==> src/rtl/rtc_regfile.sv <==
module rtc_regfile #(
  parameter int IDX_W = 7
) (
  input  logic       clk,
  input  logic       rst_n,
  input  logic       ctl_reset,
  input  logic       bus_cs,
  input  logic       bus_we,
  input  logic       bus_addr,
  input  logic [7:0] bus_wdata,
  output logic [7:0] bus_rdata,
  input  logic       evt_periodic,
  input  logic       evt_alarm,
  input  logic       evt_update,
  input  logic       pre_update,
  output logic       irq
);
  localparam int DEPTH = 1 << IDX_W;
  localparam logic [IDX_W-1:0] IX_A = IDX_W'(10);
  localparam logic [IDX_W-1:0] IX_B = IDX_W'(11);
  localparam logic [IDX_W-1:0] IX_C = IDX_W'(12);
  localparam logic [IDX_W-1:0] IX_D = IDX_W'(13);

  logic [IDX_W-1:0] idx_q;
  logic [6:0]       a_q;
  logic [7:0]       b_q, c_q, rdata_q;
  logic             uip_q;
  logic [7:0]       mem [DEPTH];

  wire wr_idx = bus_cs & bus_we & ~bus_addr;
  wire wr_dat = bus_cs & bus_we & bus_addr;
  wire rd_any = bus_cs & ~bus_we;
  wire rd_dat = rd_any & bus_addr;

  wire hit_a = idx_q == IX_A;
  wire hit_b = idx_q == IX_B;
  wire hit_c = idx_q == IX_C;
  wire hit_d = idx_q == IX_D;
  wire ctl_hit = hit_a | hit_b | hit_c | hit_d;

  wire run = ~b_q[7] & (a_q[6:5] != 2'b11);

  wire       wr_b   = wr_dat & hit_b;
  wire [7:0] b_in   = bus_wdata[7] ? (bus_wdata & 8'hEF) : bus_wdata;
  wire [7:0] b_nxt  = wr_b ? b_in : b_q;
  wire [7:0] c_base = (rd_dat & hit_c) ? 8'h00 : c_q;
  wire [2:0] ev     = {evt_periodic, evt_alarm, evt_update};
  wire [2:0] flg    = c_base[6:4] | ev;
  wire [2:0] fresh  = ev & ~c_base[6:4];
  wire       ev_irq = |({evt_periodic, fresh[1:0]} & b_nxt[6:4]);
  wire       irqf   = wr_b ? |(flg & b_nxt[6:4]) : (c_base[7] | ev_irq);

  always_ff @(posedge clk or negedge rst_n) begin
    if (!rst_n) begin
      idx_q   <= '0;
      a_q     <= 7'h26;
      b_q     <= 8'h02;
      c_q     <= 8'h00;
      uip_q   <= 1'b0;
      rdata_q <= 8'h00;
    end else begin
      if (wr_idx) idx_q <= bus_wdata[IDX_W-1:0];
      if (wr_dat && hit_a) a_q <= bus_wdata[6:0];
      uip_q <= pre_update & run;
      if (rd_any) begin
        if (!bus_addr)  rdata_q <= 8'hFF;
        else if (hit_a) rdata_q <= {uip_q, a_q};
        else if (hit_b) rdata_q <= b_q;
        else if (hit_c) rdata_q <= c_q;
        else if (hit_d) rdata_q <= 8'h80;
        else            rdata_q <= mem[idx_q];
      end
      if (ctl_reset) begin
        b_q <= b_q & 8'h97;
        c_q <= 8'h00;
      end else begin
        b_q <= b_nxt;
        c_q <= {irqf, flg, c_base[3:0]};
      end
    end
  end

  always_ff @(posedge clk) begin
    if (wr_dat && !ctl_hit) mem[idx_q] <= bus_wdata;
  end

  assign bus_rdata = rdata_q;
  assign irq       = c_q[7];
endmodule


==> config.mk <==
export PLATFORM = sky130hd
export DESIGN_NAME = rtc_regfile
export DESIGN_NICKNAME = d
export VERILOG_FILES = /design/src/rtl/rtc_regfile.sv
export SDC_FILE = /design/constraint.sdc
export NUM_CORES = 1
export LEC_CHECK = 0
export BUFFER_PORTS_ARGS = -buffer_cell sky130_fd_sc_hd__buf_4
export CORE_MARGIN = 2
export CORE_UTILIZATION = 60
export CTS_CLUSTER_SIZE = 25
export DETAILED_ROUTE_END_ITERATION = 8
export PLACE_DENSITY = 0.75
export SYNTH_ARGS = -nofsm -noshare
export SYNTH_HDL_FRONTEND = slang
export SYNTH_SLANG_ARGS = --single-unit
==> constraint.sdc <==
create_clock -name clk -period 6.2 [get_ports clk]
set_input_delay 0.31 -clock clk [delete_from_list [all_inputs] [get_ports clk]]
set_output_delay 0.31 -clock clk [all_outputs]
set_load 0.03 [all_outputs]
# After elaboration in Yosys (flattened, before gate mapping)

Memory sizes are Yosys's and may differ from the RTL's.
Index checks and enable logic that the tools add are counted.

Flip-flop bits (word level): 39
Bits in latches: 0
Memory bits (writable): 1024
Bits in read-only memories: 0
Bits of input ports: 18
Output and inout port bits: 9
Word-level logic and storage cells: 59
Memories kept: 1

Memory list:

| name | depth | bits a word | rd ports | clocked after Yosys merged registers in | wr ports | RTL line | RTL |
|---|---|---|---|---|---|---|---|
| mem  | 128   | 8           | 1        | 0                                       | 1        | 28       | `logic [7:0] mem [DEPTH];` |

Add/sub/neg operators: 0
$mul: 0
Divide/modulo/power cells: 0
$lt $le $gt $ge: 0
Equality and inequality tests: 5
Shifts and indexed selects: 0
Muxes and demuxes: 13
Bitwise gates (word level): 22
Reductions and logical operators: 8

Operators by type and width:

| cell                                                             | count |
|---|---|
| 8-bit two-way mux                                                | 8 |
| 7-bit by 4-bit == test with 1-bit output (second input constant) | 4 |
| 7-bit two-way mux                                                | 2 |
| 1-bit AND                                                        | 9 |
| 3-bit AND                                                        | 2 |
| 3-bit OR reduction                                               | 2 |
| 1-bit inverter                                                   | 4 |
| 1-bit OR                                                         | 4 |
| 2-bit nonzero test                                               | 2 |
| 1-bit two-way mux                                                | 3 |
| 3-bit OR                                                         | 1 |
| 2-bit AND                                                        | 1 |
| 1-bit logical AND                                                | 2 |
| 2-bit inequality test (second input constant)                    | 1 |
| 2-bit inverter                                                   | 1 |
| 2-bit AND reduction                                              | 1 |
| 1-bit logical NOT                                                | 1 |

# Longest topological paths before layout

Gate-level depths: netlist of run 1.

Depth in word-level cells: 12
Depth in mapped cells: 12
Depth with buffers taken out: 7

# Worst setup path before layout of run 1

Ideal clock, no wire load.

Path type: reg2reg
Start point: register idx_q[0]
End point: memory mem[106][0], enable pin
Setup time: 370 ps
Arrival: 2219 ps
Required time: 5830 ps
Setup slack: 3611 ps
Stages on the path, launching flop included: 9
Buffers on the path: 5
Period minus slack after synthesis: 2589 ps
Path through: dfrtp_1 > buf_6 > buf_8 > nor3b_1 > buf_2 > buf_2 > nand2_1 > clkbuf_1 > nor2_1

Longest elaborated chain between the ends: 8
Elaborated cells between the ends (all ways): 11
Those cells by class: 4 x eq/ne; 2 x mux; 3 x bitwise; 2 x reduce/logical

Ends and longest elaborated chain:

| item                                                        | RTL line | RTL |
|---|---|---|
| start, declared                                             | 24       | `logic [IDX_W-1:0] idx_q;` |
| start signal, assigned                                      | 62       | `if (wr_idx) idx_q <= bus_wdata[IDX_W-1:0];` |
| 7-bit by 4-bit == test with 1-bit output (on tied branches) | 35, 36   |  |
| 1-bit OR (3 in a row)                                       | 39       | `wire ctl_hit = hit_a \| hit_b \| hit_c \| hit_d;` |
| 1-bit logical NOT                                           | 84       | `if (wr_dat && !ctl_hit) mem[idx_q] <= bus_wdata;` |
| 1-bit logical AND                                           | 84       |  |
| 1-bit two-way mux                                           | 84       |  |
| 1-bit two-way mux (not written as such)                     | 84       |  |
| end, declared                                               | 28       |  |

Several ways; a longest one is shown, not always the timed one.

# Final worst setup path of run 1

Start point: register idx_q[0]
End point: register rdata_q[2] (netlist: bus_rdata[2])

Longest elaborated chain between the ends: 6
Elaborated cells between the ends (all ways): 10
Those cells by class: 4 x eq/ne; 5 x mux; 1 x memory

Ends and longest elaborated chain:

| item                                                                           | RTL line | RTL |
|---|---|---|
| memory 128 x 8 bit or 7-bit by 4-bit == test with 1-bit output (tied branches) | --       |  |
| 8-bit two-way mux                                                              | 70       | `else if (hit_d) rdata_q <= 8'h80;` |
| 8-bit two-way mux                                                              | 69       | `else if (hit_c) rdata_q <= c_q;` |
| 8-bit two-way mux                                                              | 68       | `else if (hit_b) rdata_q <= b_q;` |
| 8-bit two-way mux (*)                                                          | 67       | `else if (hit_a) rdata_q <= {uip_q, a_q};` |
| 8-bit two-way mux (*)                                                          | 66       | `if (!bus_addr) rdata_q <= 8'hFF;` |
| end signal, assigned                                                           | 67       |  |
| end signal, assigned                                                           | 68       |  |
| end signal, assigned                                                           | 69       |  |
| end, declared                                                                  | 26       | `logic [7:0] b_q, c_q, rdata_q;` |

Mark *: on every way between the ends. The rest lies on a longest branch, timed or not.
A chain may end at the register's enable or synchronous reset.

==> load_flow_metrics.sql, run 1 <==
INSERT INTO impl_metrics (metric_group, metric, value, unit) VALUES
('power_and_ir_drop', 'p_leak', '15.0', 'nW'),
('floorplan', 'boundaryPins', '27', ''),
('timing', 'layout_skew', '0.0366', 'ns'),
('synthesis', 'synth_top_area_frac', '0.734', ''),
('power_and_ir_drop', 'power_frac_clock', '0.377', ''),
('place', 'port-buffer-count', '26', ''),
('clocking', 'numClockSinks', '1058', ''),
('route', 'drt-pass1-iter-count', '8', ''),
('critical_path', 'critPathMostFrequentCell', 'a21oi_1', ''),
('timing', 'timing_hold_violations_final', '0', ''),
('floorplan', 'die-area', '0.0719', 'mm²'),
('critical_path', 'worst_path_max_delay_cell', 'a2111oi_0', ''),
('grt', 'first_global_vias', '24300', ''),
('grt', 'grt_first_pass_wirelength', '175', 'mm'),
('synthesis', 'ys_dominant_reg_cell', 'edfxtp_1', ''),
('clocking', 'cts-resized-gates', '0', ''),
('route', 'wl', '122', 'mm'),
('synthesis', 'cell_type_with_the_largest_total_area_after_synthesis', 'edfxtp_1', ''),
('grt', 'grt_util_all_layers', '0.345', ''),
('floorplan', 'die_ht', '268', 'µm'),
('route', 'post-route-drc-count', '0', ''),
('clocking', 'clk_pin_slew', '0.07', 'ns'),
('critical_path', 'cp-end-kind', 'flip-flop', ''),
('floorplan', 'core_area', '0.0688', 'mm²'),
('power_and_ir_drop', 'netSwitchingFraction', '0.270', ''),
('synthesis', 'yosysUniqueCellTypes', '80', ''),
('synthesis', 'yosys_warnings', '0', ''),
('floorplan', 'die_width', '268', 'µm'),
('power_and_ir_drop', 'power.switching', '4.61', 'mW'),
('timing', 'timing.final.crit_share', '0.655', ''),
('synthesis', 'yosys_register_bits', '1058', ''),
('place', 'dp_slack', '2.30', 'ns'),
('synthesis', 'post_synth_main_area_contributors', 'edfxtp_1 (73%), mux4_2 (3.9%), mux2i_1 (2.8%), mux2_2 (2.4%), dfrtp_1 (1.9%)', ''),
('critical_path', 'worstSetupPathType', 'flip-flop to flip-flop', ''),
('clocking', 'htree_levels', '3', ''),
('grt', 'grt_start_max_net_pins', '100', ''),
('grt', 'number_of_antenna_violations_at_the_first_check_in_global_routing', '6', ''),
('finish', 'syn_to_final_growth', '11.3', '%'),
('finish', 'final_core_util', '0.677', ''),
('critical_path', 'crit_path_cell_trace', 'buf_12 > inv_2 > buf_4 > o21ai_0 > a21oi_1 > a2111oi_0 > o2111a_1 > a21oi_1', ''),
('critical_path', 'cp-start-kind', 'flip-flop', ''),
('run', 'timing.max_cap.violations', '0', ''),
('synthesis', 'seq_area_frac_synth', '0.755', ''),
('floorplan', 'start_util', '0.608', ''),
('min_path', 'worstHoldPathType', 'input pin to flip-flop', ''),
('finish', 'layout.cells.most_common', 'edfxtp_1', ''),
('place', 'routabilityCongestion', '1.00', ''),
('power_and_ir_drop', 'max-vdd-ir-drop', '223', 'µV'),
('timing', 'max_clock_freq', '0.246', 'GHz'),
('timing', 'worstMarginPinSlew', '1.23', 'ns'),
('power_and_ir_drop', 'combPwrFrac', '0.155', ''),
('synthesis', 'synth_async_sr_flop_share', '0.0331', ''),
('status', 'run_status', 'finished, final reports clean', ''),
('grt', 'globalRoute.totalOverflow', '0', ''),
('critical_path', 'timing.critical_path.buf_inv', '3', ''),
('critical_path', 'critical_path.max_stage_delay', '0.92', 'ns'),
('clocking', 'insertion_delay', '0.69', 'ns'),
('finish', 'nets', '2530', ''),
('clocking', 'cts_setup_buffers', '0', ''),
('timing', 'finalMaxSlewViolations', '0', ''),
('clocking', 'tritoncts.num_buffers', '102', ''),
('route', 'detail-route-antenna-nets', '0', ''),
('synthesis', 'synth-edff-count', '1023', ''),
('timing', 'timing.max_slew.rel_slack', '0.176', ''),
('finish', 'mostFrequentLayoutCells', 'edfxtp_1 (1023), nor2_1 (202), nand2_1 (120), mux2i_1 (116), a21oi_1 (111)', ''),
('synthesis', 'synthesis.instances', '2439', ''),
('timing', 'grt_setup_unrepaired', 'no', ''),
('place', 'place.detailed.hpwl', '74.4', 'mm'),
('route', 'wl_per_cell', '34.6', 'µm'),
('finish', 'final.fill_count', '4422', ''),
('route', 'ratio_of_routed_vias_to_standard_cells', '7.07', '');
-- cell type report --
type                       count  area [µm²]  area share
timing repair buffer          99         783      0.0168
clock inverter                72         823      0.0177
antenna                        1        2.50   0.0000537
tap                          931        1160      0.0250
clock buffer                 119        2660      0.0571
inverter                       9        33.8    0.000725
sequential                  1058       31600       0.679
multi-input combinational   1242        9490       0.204
-- path summary, 6_finish.rpt --
path                       cells past startpoint                  from                  endpoint  slack [ns]
max                                            8  idx_q[0]$_DFFE_PN0P_  bus_rdata[2]$_DFFE_PN0N_        2.14
min                                            1          bus_wdata[7]     mem[109][7]$_DFFE_PP_        0.03
max reg2reg                                    8  idx_q[0]$_DFFE_PN0P_  bus_rdata[2]$_DFFE_PN0N_        2.14
min reg2reg                                    1    a_q[6]$_DFFE_PN0P_           uip_q$_DFF_PN0_        0.49
max in group asynchronous                      2                 rst_n      idx_q[1]$_DFFE_PN0P_        5.67
min in group asynchronous                      2                 rst_n          c_q[4]$_DFF_PN0_        0.15
-- Yosys cell counts, types with 26 or more instances --
library cell,instances
o21ai_0,60
mux4_2,73
mux2_2,89
o22ai_1,31
a22oi_1,65
a221o_1,26
nand2_1,121
a21oi_1,111
buf_2,53
edfxtp_1,1023
clkbuf_1,60
nor2_1,203
mux2i_1,116
a221oi_1,72
dfrtp_1,31
-- power groups by stage --
stage                     combinational [mW]  sequential [mW]  clock (mW)
after floorplan                         1.50             8.11           0
after global placement                  2.49             8.13           0
after detailed placement                2.52             8.13           0
after CTS                               2.54             7.98        6.45
after global routing                    2.69             7.98        6.73
final                                   2.65             7.98        6.45
-- per-layer routing --
| layer | vias to the layer above | track usage | wire, µm |
|---|---|---|---|
| met4 | 6 | 0.167 | 6880 |
| li1 | 9961 | - | - |
| met1 | 12400 | 0.474 | 43300 |
| met3 | 430 | 0.108 | 18000 |
| met5 | - | 0 | 43 |
| met2 | 2214 | 0.507 | 54000 |
-- flip-flops by register name, indices dropped and copies added, names as in the netlist --
name	cells
a_q	7
bus_rdata	8
idx_q	7
uip_q	1
b_q	8
mem	1023
c_q	4
-- metrics by stage --
stage,power (mW),std cells,cell area (µm²),hold WS (ns)
after floorplan,9.61,2469,41900,0.0144
after global placement,10.6,3333,43000,0.294
after detailed placement,10.7,3333,43000,0.295
after CTS,17.0,3530,46600,0.0174
after global routing,17.4,3530,46600,0.0235
final,17.1,3531,46600,0.0346
-- logic make-up (layout without fill, tap and decap cells) --
group / count (synthesis) / in the layout / synth area share
mux: 282 / 282 / 0.0922
other cells: 1 / 32 / 0.0000896
compound gates: 508 / 508 / 0.0863
buf+inv: 169 / 299 / 0.0219
flops: 1058 / 1058 / 0.755
simple gates: 421 / 421 / 0.0443
-- repair_timing --
item	in CTS	in global routing
hold buffers	6	0
endpoints found under the hold margin	43	0
setup endpoints to repair	0	0
Note: power is estimated with default switching activity, not from simulation.
==> run 2: changes to the inputs <==
--- a/config.mk
+++ b/config.mk
@@ -7,7 +7,7 @@
 export LEC_CHECK = 0
 export BUFFER_PORTS_ARGS = -buffer_cell sky130_fd_sc_hd__buf_4
 export CORE_MARGIN = 2
-export CORE_UTILIZATION = 60
+export CORE_UTILIZATION = 57
 export CTS_CLUSTER_SIZE = 25
 export DETAILED_ROUTE_END_ITERATION = 8
 export PLACE_DENSITY = 0.75
==> constraint.sdc (replaced) <==
create_clock -name clk -period 3.6 [get_ports clk]
set_input_delay 0.18 -clock clk [delete_from_list [all_inputs] [get_ports clk]]
set_output_delay 0.18 -clock clk [all_outputs]
set_load 0.03 [all_outputs]
==> load_flow_metrics.sql, run 2 (synthesis gave the netlist of run 1 again) <==
INSERT INTO impl_metrics (metric_group, metric, value, unit) VALUES
('finish', 'final_core_util', '0.668', ''),
('finish', 'layout.cells.most_common', 'edfxtp_1', ''),
('route', 'ratio_of_routed_vias_to_standard_cells', '6.89', ''),
('clocking', 'clk_pin_slew', '0.06', 'ns'),
('floorplan', 'row_count', '99', ''),
('route', 'total_via_count_in_the_routed_design', '26300', ''),
('grt', 'number_of_antenna_violations_at_the_first_check_in_global_routing', '2', ''),
('floorplan', 'die_width', '275', 'µm'),
('floorplan', 'boundaryPins', '27', ''),
('finish', 'post_route_cells_drive_above_1_share', '0.246', ''),
('finish', 'largest_register_ff_count', '1023', ''),
('finish', 'final.fill_count', '4660', ''),
('critical_path', 'worst-endpoint-arrival', '4.32', 'ns'),
('timing', 'timing.final.crit_share', '1.04', ''),
('route', 'detail-route-antenna-nets', '0', ''),
('grt', 'grt_first_pass_wirelength', '180', 'mm'),
('route', 'wl', '126', 'mm'),
('route', 'wl_per_cell', '33.0', 'µm'),
('floorplan', 'die_ht', '275', 'µm'),
('clocking', 'clockRootBuffer', 'clkbuf_16', ''),
('clocking', 'htree_levels', '3', ''),
('place', 'port-buffer-count', '26', ''),
('critical_path', 'critPathRequiredTime', '4.19', 'ns'),
('status', 'failed_checks', 'setup timing', ''),
('route', 'drt-pass1-iter-count', '5', ''),
('power_and_ir_drop', 'p_leak', '16.3', 'nW'),
('clocking', 'cts_setup_buffers', '0', ''),
('critical_path', 'timing.critical_path.buf_inv', '2', ''),
('place', 'routabilityCongestion', '1.03', ''),
('critical_path', 'rrSetupSlack', '-0.13', 'ns'),
('place', 'place.detailed.hpwl', '80.8', 'mm'),
('route', 'drt_iter0_markers', '4848', ''),
('run', 'timing.max_cap.violations', '0', ''),
('critical_path', 'worstSetupPathType', 'flip-flop to flip-flop', ''),
('critical_path', 'critPathMostFrequentCell', 'buf_4', ''),
('timing', 'worstMarginPinSlew', '1.10', 'ns'),
('timing', 'finalMaxSlewViolations', '0', ''),
('critical_path', 'reg2reg_to', 'bus_rdata[5]$_DFFE_PN0N_', ''),
('critical_path', 'cp_top_family', 'simple AND/OR/NAND/NOR gates', ''),
('timing', 'timing_hold_violations_final', '0', ''),
('power_and_ir_drop', 'max-vdd-ir-drop', '513', 'µV'),
('critical_path', 'critical_path.max_stage_delay', '0.99', 'ns'),
('min_path', 'worstHoldPathType', 'input pin to async pin', ''),
('critical_path', 'crit_path_cell_trace', 'nor3b_2 > buf_4 > a21oi_1 > o211ai_1 > o21ai_0 > nor2_1 > nor4_1 > buf_4 > o22ai_1', ''),
('power_and_ir_drop', 'pwr_density_cell', '605', 'mW/mm²'),
('timing', 'grt_setup_unrepaired', 'no', ''),
('grt', 'grt_start_max_net_pins', '132', ''),
('timing', 'max_clock_freq', '0.268', 'GHz'),
('floorplan', 'start_util', '0.574', ''),
('timing', 'setup-violations-final', '1', ''),
('finish', 'nets', '2788', ''),
('clocking', 'numClockSinks', '1058', ''),
('critical_path', 'reg2regPathDepth', '9', ''),
('finish', 'mostFrequentLayoutCells', 'edfxtp_1 (1023), buf_4 (324), nor2_1 (202), nand2_1 (121), mux2i_1 (116)', ''),
('floorplan', 'core_area', '0.0728', 'mm²'),
('status', 'run_status', 'finished with violations', ''),
('clocking', 'ctsLongestPathBuffers', '3', ''),
('finish', 'max_flop_register', 'mem', ''),
('timing', 'worst_slack', '-0.127', 'ns'),
('grt', 'first_global_vias', '25600', ''),
('critical_path', 'regToRegStartpoint', 'idx_q[1]$_DFFE_PN0P_', ''),
('clocking', 'tritoncts', 'yes', ''),
('grt', 'globalRoute.totalOverflow', '0', ''),
('timing', 'layout_skew', '0.0391', 'ns'),
('critical_path', 'cp_max_fo', '39', ''),
('floorplan', 'die-area', '0.0756', 'mm²'),
('clocking', 'insertion_delay', '0.68', 'ns'),
('timing', 'timing.max_slew.rel_slack', '0.261', ''),
('timing', 'whs', '0.0133', 'ns'),
('critical_path', 'cp-end-kind', 'flip-flop', ''),
('timing', 'final.min_clock_period', '3.73', 'ns'),
('critical_path', 'cp-start-kind', 'flip-flop', ''),
('finish', 'syn_to_final_growth', '16.3', '%'),
('grt', 'grt_util_all_layers', '0.336', ''),
('clocking', 'tritoncts.num_buffers', '102', ''),
('route', 'post-route-drc-count', '0', ''),
('critical_path', 'worst_path_max_delay_cell', 'nor3b_2', '');
-- run 2: where the power goes --
part | total (mW) | internal (mW) | switching (mW)
registers | 13.8 | 13.6 | 0.211
clock network | 10.7 | 6.05 | 4.62
logic | 4.95 | 1.74 | 3.20
total | 29.4 | 21.4 | 8.04
-- run 2: layout make-up --
class / count / area, µm² / share of cell area
multi-input combinational: 1242 / 9470 / 0.195
inverter: 9 / 33.8 / 0.000694
tap: 959 / 1200 / 0.0247
sequential: 1058 / 31600 / 0.650
timing repair buffer: 357 / 3010 / 0.0619
clock inverter: 68 / 636 / 0.0131
clock buffer: 119 / 2680 / 0.0550
antenna: 2 / 5.00 / 0.000103
-- run 2: worst max-delay path by stage --
| stage | start | endpoint | slack (ns) | cells past startpoint |
|---|---|---|---|---|
| floorplan | idx_q[0]$_DFFE_PN0P_ | mem[106][0]$_DFFE_PP_ | 1.01 | 8 |
| global placement | idx_q[1]$_DFFE_PN0P_ | bus_rdata[1]$_DFFE_PN0N_ | -0.004 | 7 |
| detailed placement | idx_q[1]$_DFFE_PN0P_ | bus_rdata[1]$_DFFE_PN0N_ | 0.009 | 7 |
| CTS | idx_q[1]$_DFFE_PN0P_ | bus_rdata[5]$_DFFE_PN0N_ | 0.19 | 9 |
| global route | idx_q[1]$_DFFE_PN0P_ | bus_rdata[1]$_DFFE_PN0N_ | 0.06 | 7 |
| finish | idx_q[1]$_DFFE_PN0P_ | bus_rdata[5]$_DFFE_PN0N_ | -0.13 | 9 |
-- run 2: layer usage --
metal	wire length, µm	track usage
met4	7370	0.167
met2	55100	0.493
met1	45000	0.466
met3	18500	0.0951
met5	0	0
-- run 2: stage by stage --
step | power (mW) | setup WS, ns | instance area [µm²] | setup TNS [ns] | instances
floorplan | 16.6 | 1.01 | 41900 | 0 | 2469
global placement | 18.7 | -0.00394 | 45200 | -0.00394 | 3617
detailed placement | 18.8 | 0.00860 | 45200 | 0 | 3617
CTS | 29.3 | 0.189 | 48600 | 0 | 3812
global route | 30.0 | 0.0633 | 48600 | 0 | 3812
finish | 29.4 | -0.127 | 48600 | -0.127 | 3814
-- run 2: repair_timing --
action / in CTS / in global routing
hold buffers: 8 / 0
resized for setup: 1 / 0
hold endpoints to repair: 61 / 0
setup endpoints to repair: 1 / 0
